$ cat src/rtl/supply_fault_mgr.sv
module supply_fault_mgr #(
  parameter int SYNC_STAGES = 2
) (
  input  logic clk,
  input  logic rst_n,
  input  logic vcc_gt_run_i,
  input  logic vcc_gt_rearm_i,
  input  logic vcc_gt_restart_i,
  input  logic vcc_gt_clear_i,
  input  logic overload_i,
  input  logic ovp_pulse_i,
  input  logic ext_latch_i,
  input  logic thermal_i,
  output logic charge_en_o,
  output logic switch_en_o,
  output logic standby_o,
  output logic softstart_o
);

  localparam int NLVL = 4;

  typedef enum logic [2:0] {
    ST_BOOT, ST_RUN_CHG, ST_RUN_DIS, ST_OL_WAIT, ST_LATCH
  } state_t;

  logic [NLVL-1:0] sync_q [SYNC_STAGES];
  logic [NLVL-1:0] lvl, lvl_q;
  state_t state, nxt;
  logic lat_chg, nxt_lat, therm_q;

  always_ff @(posedge clk or negedge rst_n) begin
    if (!rst_n) begin
      for (int i = 0; i < SYNC_STAGES; i++) sync_q[i] <= '0;
      lvl_q <= '0;
    end else begin
      sync_q[0] <= {vcc_gt_clear_i, vcc_gt_restart_i, vcc_gt_rearm_i, vcc_gt_run_i};
      for (int i = 1; i < SYNC_STAGES; i++) sync_q[i] <= sync_q[i-1];
      lvl_q <= lvl;
    end
  end

  assign lvl = sync_q[SYNC_STAGES-1];

  wire rise_run  =  lvl[0] & ~lvl_q[0];
  wire fall_arm  = ~lvl[1] &  lvl_q[1];
  wire fall_rst  = ~lvl[2] &  lvl_q[2];
  wire fall_clr  = ~lvl[3] &  lvl_q[3];
  wire latch_req = ovp_pulse_i | ext_latch_i;
  wire running   = (state == ST_RUN_CHG) | (state == ST_RUN_DIS);

  always_comb begin
    nxt = state;
    nxt_lat = lat_chg;
    if (state == ST_LATCH) begin
      if (fall_clr && !latch_req) nxt = ST_BOOT;
      else if (rise_run)          nxt_lat = 1'b0;
      else if (fall_rst)          nxt_lat = 1'b1;
    end else if (latch_req) begin
      nxt = ST_LATCH;
      nxt_lat = charge_en_o;
    end else if (fall_clr) begin
      nxt = ST_BOOT;
    end else begin
      case (state)
        ST_BOOT:    if (rise_run) nxt = ST_RUN_DIS;
        ST_RUN_DIS: if (fall_arm) nxt = overload_i ? ST_OL_WAIT : ST_RUN_CHG;
        ST_RUN_CHG: if (rise_run) nxt = ST_RUN_DIS;
        ST_OL_WAIT: if (fall_rst) nxt = ST_BOOT;
        default:    nxt = ST_BOOT;
      endcase
    end
  end

  always_ff @(posedge clk or negedge rst_n) begin
    if (!rst_n) begin
      state <= ST_BOOT;
      lat_chg <= 1'b0;
      therm_q <= 1'b0;
      softstart_o <= 1'b0;
    end else begin
      state <= nxt;
      lat_chg <= nxt_lat;
      therm_q <= thermal_i;
      softstart_o <= ((state == ST_BOOT) && (nxt == ST_RUN_DIS)) ||
                     (running && therm_q && !thermal_i);
    end
  end

  assign charge_en_o = (state == ST_BOOT) | (state == ST_RUN_CHG) |
                       ((state == ST_LATCH) & lat_chg);
  assign switch_en_o = running & ~therm_q;
  assign standby_o   = (state == ST_OL_WAIT);

endmodule

$ cat config.mk
export PLATFORM = sky130hd
export DESIGN_NAME = supply_fault_mgr
export DESIGN_NICKNAME = d
export VERILOG_FILES = /design/src/rtl/supply_fault_mgr.sv
export SDC_FILE = /design/constraint.sdc
export NUM_CORES = 1
export LEC_CHECK = 0
export CAP_MARGIN = 10
export CORE_AREA = 2 2 40 42
export DETAILED_ROUTE_END_ITERATION = 7
export DIE_AREA = 0 0 42 44
export PLACE_DENSITY = 0.76
export SETUP_SLACK_MARGIN = 0.15
export SLEW_MARGIN = 5
export SYNTH_ARGS = -nofsm -noshare
export SYNTH_HDL_FRONTEND = slang
export SYNTH_SLANG_ARGS = --single-unit
$ cat constraint.sdc
create_clock -name clk -period 2.9 [get_ports clk]
set_clock_uncertainty 0.05 [all_clocks]
set_input_delay 0.435 -clock clk [delete_from_list [all_inputs] [get_ports clk]]
set_output_delay 0.435 -clock clk [all_outputs]
set_load 0.03 [all_outputs]
==> impl_results.md, run 1 <==
- Status: finished clean
- Starting Density: a little under half
- Crit path required time: ~2.4 ns
- Die Area: approximately 1800 um^2
- Fin. Hold Viols: 0
- Vias post-DR: around 430
- Total Routed Length: between 1 and 1.5 mm
- CTS tree: yes
- CP Max Fanout: 9
- R2r endpoint: softstart_o
- Register area share after synthesis: 66.5%
- Final RePlAce weighted congestion: between 0.8 and 0.9
- Post-CTS sizing: 0
- Area leader, netlist: dfrtp_1
- Crit Path Category: flop to output port
- Hold buffers post-CTS: 0
- Hold Path Stages: 0
- Vias in the first global route: 410
- Worst setup EP type: output port
- Setup repair bufs after CTS: 0
- DRC violations left: 0
- Count of pins over their slew limit: 0
- Root buffer cell: clkbuf_4
- PortBufs: 13
- Total CTS buffers: 3
- DIE WIDTH: around 42 um
- All-Layer GR Usage: 12.9%
- RSZ-0062 raised after global routing: false
- Yosys reg bits: 18
- Final #Nets: 76
- Synth cell count leaders: dfrtp_1 (18), nor2_1 (4), inv_1 (3), nand2b_1 (3)
- Die height: 44 um
- Fmax: 0.441 GHz
- Syn nets: 60
- Setup tns final: 0 ns
- Post-detailed-route count of antenna-violating nets: 0
- Tmin final: 2.27 ns
- Initial DRC count: 4
- Layout Cells excl Fill: between 80 and 90
- Worst R2R Path Depth: 3
- Pwr per Cell Area: 548 nW/um^2
- Startpoint Class: flop
- Slew margin rel.: 49.0%
- Yosys cell types: 23
- Clock Pin Slew Worst Setup and Hold Paths: 0.10 ns
- Top_reg_cell synth: dfrtp_1
- Synth async-reset ratio: 100%
- Total Power: 0.461 mW
- Initial antenna violation count: 0
- Most frequent cell after synthesis: dfrtp_1
- Antenna fix cells: 0
- Hold path startpoint: sync_q[5]
- Cell count after placement: 77
- Syn Inst Count: 50
- Via-to-Cell Ratio: 5.35
- GR Overflow Total: 0
- Yosys top cell area share: about two thirds
- Clock buffer depth: 2
- Mean Syn Cell Area: 13.5 um^2
- Placeable core area: between 1000 and 1500 um^2
- Layout cells sized above 1: 7.69%
- Fillers: 103
- Worst skew pair latency: 0.28 ns
- Largest net degree at the start of global routing: 19
- IO Count: 14
- Global-route wire length before repair: 1.70 mm
- Launch point of the worst reg-to-reg path: state[1]
- WHS Endpoint: lvl[1]
- FF-to-FF setup slack: 1.54 ns
- Worst hold path class: flop to flop
- First drt pass iteration count: 4
- Max cap viols: 0
- Area Growth Syn to Fin: 24.2%
- Synth warn: 0
- Wirelength per Cell: 12.6 um
- Final setup violation count: 0
- H-tree depth: 1
- Final core utilization: 59.3%
- Measured slew at the worst slew-check pin: 0.762 ns
- CTS sink count: 18
- Ranking of synthesized cells by area: dfrtp_1 (67%), buf_6 (3.3%), nand2b_1 (2.8%)
- VDD IR max: between 0.3 and 0.4 mV
- Post-synth EDFFs: 0
- Pleak: 0.335 nW
- Fin crit share: 78.1%
- CP arrival: roughly 1.8 ns
- Synthesized area: a little under 700 um^2
- Row count: 14
==> cell families (layout without fill, tap and decap cells) <==
kind of cell | Yosys count | in the layout | share of synthesized area [%]
DFF | 18 | 18 | 66.5
xor gates and xnor gates | 1 | 1 | 1.29
buffers and inverters | 5 | 20 | 4.99
and+or+nand+nor | 16 | 16 | 15.3
muxes | 1 | 1 | 1.48
AOI/OAI and AO/OA | 9 | 9 | 10.4
==> routing by layer <==
layer / up-vias / wire [um] / track usage (%)
met5: - / 0 / 0
met4: 0 / 5 / 9.68
met3: 2 / 57 / 2.92
met2: 13 / 503 / 20.6
met1: 208 / 453 / 15.3
li1: 210 / - / -
==> cell usage in the layout (no fill, tap or decap), drive strengths merged <==
cell type,count
dfrtp,18
clkdlybuf4s50,13
nor2,4
clkbuf,4
nand2b,3
inv,3
nand3b,2
a21oi,2
nand2,1
or3b,1
and4bb,1
a31oi,1
a311oi,1
nor2b,1
nor4b,1
a211o,1
xnor2,1
or4b,1
o41ai,1
nor3,1
o211ai,1
mux2i,1
a2111o,1
o221ai,1
==> per-stage QoR <==
step	hold slack (ns)	cell area, um^2	setup WS (ns)
2_1_floorplan	0.0894	677	1.15
3_3_place_gp	0.285	805	0.958
3_5_place_dp	0.286	805	0.957
4_1_cts	0.310	841	0.615
5_1_grt	0.318	841	0.554
6_report	0.307	841	0.634
==> flip-flops by register name (all words and copies together) (netlist names) <==
| signal | cells |
|---|---|
| lvl | 4 |
| lvl_q | 4 |
| sync_q | 4 |
| state | 3 |
| lat_chg | 1 |
| softstart_o | 1 |
| therm_q | 1 |
==> cell type report <==
cell class	count	area, um^2	share of cell area, %
Inverter	3	11.3	1.34
Sequential cell	18	450	53.6
Tap cell	16	20.0	2.38
Clock buffer	4	36.3	4.32
Multi-Input combinational cell	27	193	22.9
Timing Repair Buffer	13	130	15.5
==> where the power goes <==
group          internal, mW  switching (mW)
Combinational        0.0226          0.0193
Sequential            0.263         0.00735
Clock                0.0764          0.0721
==> worst max-delay path, cell delays in order, from the launching register on <==
cell and delay [ns]:
dfrtp_1 0.48, xnor2_1 0.17, nor3_1 0.14, clkdlybuf4s50_1 0.69
==> worst max-delay path by stage <==
stage | cells past startpoint | to | start | slack [ns]
detailed placement | 3 | switch_en_o | state[0] | 0.96
floorplan | 3 | switch_en_o | state[0] | 1.15
finish | 3 | switch_en_o | state[1] | 0.63
global placement | 3 | switch_en_o | state[1] | 0.96
CTS | 3 | switch_en_o | state[0] | 0.62
global route | 3 | switch_en_o | state[0] | 0.55
Power figures use the tool's default switching activity.
==> run 2, diff against run 1 <==
Settings changed: CORE_AREA 2 2 40 42 to 2 2 41 43, DIE_AREA 0 0 42 44 to 0 0 43 45, PLACE_DENSITY 0.76 to 0.73.
Clock period 2.9 ns to 2.1 ns, I/O delays scaled along.
==> run 2 against run 1 <==
Die area grew 4.7%; highest routed layer unchanged; via count grew 0.23%; sequential share of layout area grew 0.89 points; critical path type unchanged.
==> impl_results.md, run 2 (synthesis gave the netlist of run 1 again) <==
- Global-route wire length before repair: 1.80 mm (+5.6%)
- Critical path, cell by cell: xnor2_1 > nor3_1 > dlygate4sd1_1
- DP Wirelength: about 730 um
- Worst hold path class: input port to asynchronous set/reset pin
- Pwr per Cell Area: 710 nW/um^2 (+30%)
- CP arrival: 1.47 ns (-0.31 ns)
- WP buf/inv: 1 (unchanged)
- Final setup violation count: 0 (unchanged)
- VDD IR max: 0.424 mV (+40%)
- Vias in the first global route: 429 (+4.6%)
- CTS tree: yes
- Wirelength per Cell: 12.3 um (-2.0%)
- Tmin final: 1.84 ns
- Area Growth Syn to Fin: 22.2%
- Die height: 45 um (+2.3%)
- CTS sink count: 18 (unchanged)
- Critical path's slowest cell: dfrtp_1
- Fmax: around 0.54 GHz
- Post-detailed-route count of antenna-violating nets: 0 (unchanged)
- Slew margin rel.: 77.7% (+29 points)
- Worst R2R Path Depth: 3 (unchanged)
- Commonest cells after routing, fill and taps aside: dfrtp_1 (18), clkdlybuf4s50_1 (10), nor2_1 (4)
- Row count: 14 (unchanged)
- CP Max Fanout: 9 (unchanged)
- Crit path required time: 1.74 ns (-0.67 ns)
- GR Overflow Total: 0 (unchanged)
- Status: finished clean
- All-Layer GR Usage: 13.4% (+0.53 points)
- Power share of the combinational group: 9.5% (+0.4 points)
- H-tree depth: 1 (unchanged)
- Seq pwr share: 63.5% (+4.8 points)
- Final RePlAce weighted congestion: 0.767 (-6.0%)
- Measured slew at the worst slew-check pin: 0.332 ns (-0.430 ns)
- Antenna fix cells: 0 (unchanged)
- DRC violations left: 0 (unchanged)
- Die Area: 1940 um^2 (+4.7%)
- Placeable core area: 1470 um^2 (+3.7%)
- PortBufs: 13 (unchanged)
- Root buffer cell: clkbuf_4
- Worst setup EP type: output port
- Fin crit share: 87.5%
- First drt pass iteration count: 4 (unchanged)
- Total CTS buffers: 3 (unchanged)
- Fin. Hold Viols: 0 (unchanged)
- Worst path top cell family by delay: flip-flops
- NetSw: 0.128 mW (+30%)
- Power share of the clock group: 27.0% (-5.2 points)
- Final #Nets: 77 (+1.3%)
- Via-to-Cell Ratio: 5.36 (+0.23%)
- DIE WIDTH: 43 um (+2.4%)
- Vias post-DR: 434 (+0.23%)
- Starting Density: 46.0% (-1.7 points)
- CP max stage delay: 0.48 ns (-0.21 ns)
- Crit Path Category: flop to output port
- Largest net degree at the start of global routing: 19 (unchanged)
- WP depth: 3 (unchanged)
- Layout cells sized above 1: 9.23% (+1.5 points)
- Initial antenna violation count: 0 (unchanged)
- Setup tns final: 0 ns (unchanged)
- Initial DRC count: 12 (+8)
- Total Routed Length: 1.00 mm (-2.0%)
- Max cap viols: 0 (unchanged)
- Count of pins over their slew limit: 0 (unchanged)
- Worst skew pair latency: 0.28 ns (about the same)
- Net Sw Frac: 21.9% (+0.43 points)
- Pleak: 0.343 nW (+2.4%)
- Cell Int Power: 0.459 mW (+27%)
- Clock Pin Slew Worst Setup and Hold Paths: 0.09 ns (about the same)
- Startpoint Class: flop
- Final core utilization: 56.2% (-3.1 points)
- Clock buffer depth: 2 (unchanged)
- RSZ-0062 raised after global routing: false
- Commonest non-fill, non-tap cell in the layout: dfrtp_1
- IO Count: 14 (unchanged)
run 2: cell count changes in the layout (fill, tap and decap cells not counted), sizes merged:
cell,before,now
clkdlybuf4s50,13,10
dlygate4sd2,0,1
buf,0,1
dlygate4sd1,0,1
run 2: worst paths after layout:
kind	from	to	slack, ns
worst max-delay path	state[1]	switch_en_o	0.26
worst min-delay path	rst_n	sync_q[6]	0.30
worst max register to register	state[1]	softstart_o	0.73
worst min register to register	sync_q[5]	lvl[1]	0.31
max in group asynchronous	rst_n	sync_q[4]	1.51
min in group clk	sync_q[5]	lvl[1]	0.31
run 2: worst register-to-register path: cells and delay by family, from the launching register on:
family | cells | cell delay (ns)
xor+xnor | 1 | 0.19
compound gates | 1 | 0.07
simple gates | 1 | 0.47
flops | 1 | 0.48
run 2: layout make-up:
cell class                      instances  area [um^2]
Inverter                                3         11.3
Fill cell                             137          644
Multi-Input combinational cell         27          193
Timing Repair Buffer                   14          130
Sequential cell                        18          450
Tap cell                               16         20.0
Clock buffer                            3         22.5
run 2: repair_timing:
item                                    4_1_cts  5_1_grt
pin swaps                                     0        0
buffers inserted                              0        0
hold buffers                                  0        0
endpoints found under the setup margin        3        2
resized for setup                             3        4
run 2: through the flow:
step	cell area [um^2]	hold WS (ns)	std cells	power, mW	setup WS (ns)
2_1_floorplan	677	-0.0306	50	0.402	0.475
3_3_place_gp	812	0.284	78	0.438	0.273
3_5_place_dp	812	0.290	78	0.440	0.277
4_1_cts	831	0.297	81	0.599	0.229
5_1_grt	827	0.323	81	0.624	0.159
6_report	827	0.300	81	0.587	0.262
run 2: routing by layer:
metal / vias up / track usage (%) / routed length, um
met3: 2 / 4.00 / 75
met4: 0 / 10.9 / 11
met5: - / 0 / 0
met2: 19 / 20.0 / 444
li1: 209 / - / -
met1: 204 / 16.3 / 469
run 2: power by group through the flow:
stage	logic [mW]	registers [mW]	clock network (mW)
after floorplan	0.0249	0.377	0
after global placement	0.0590	0.379	0
after detailed placement	0.0599	0.380	0
after CTS	0.0576	0.373	0.169
after global routing	0.0628	0.375	0.185
final	0.0559	0.373	0.158
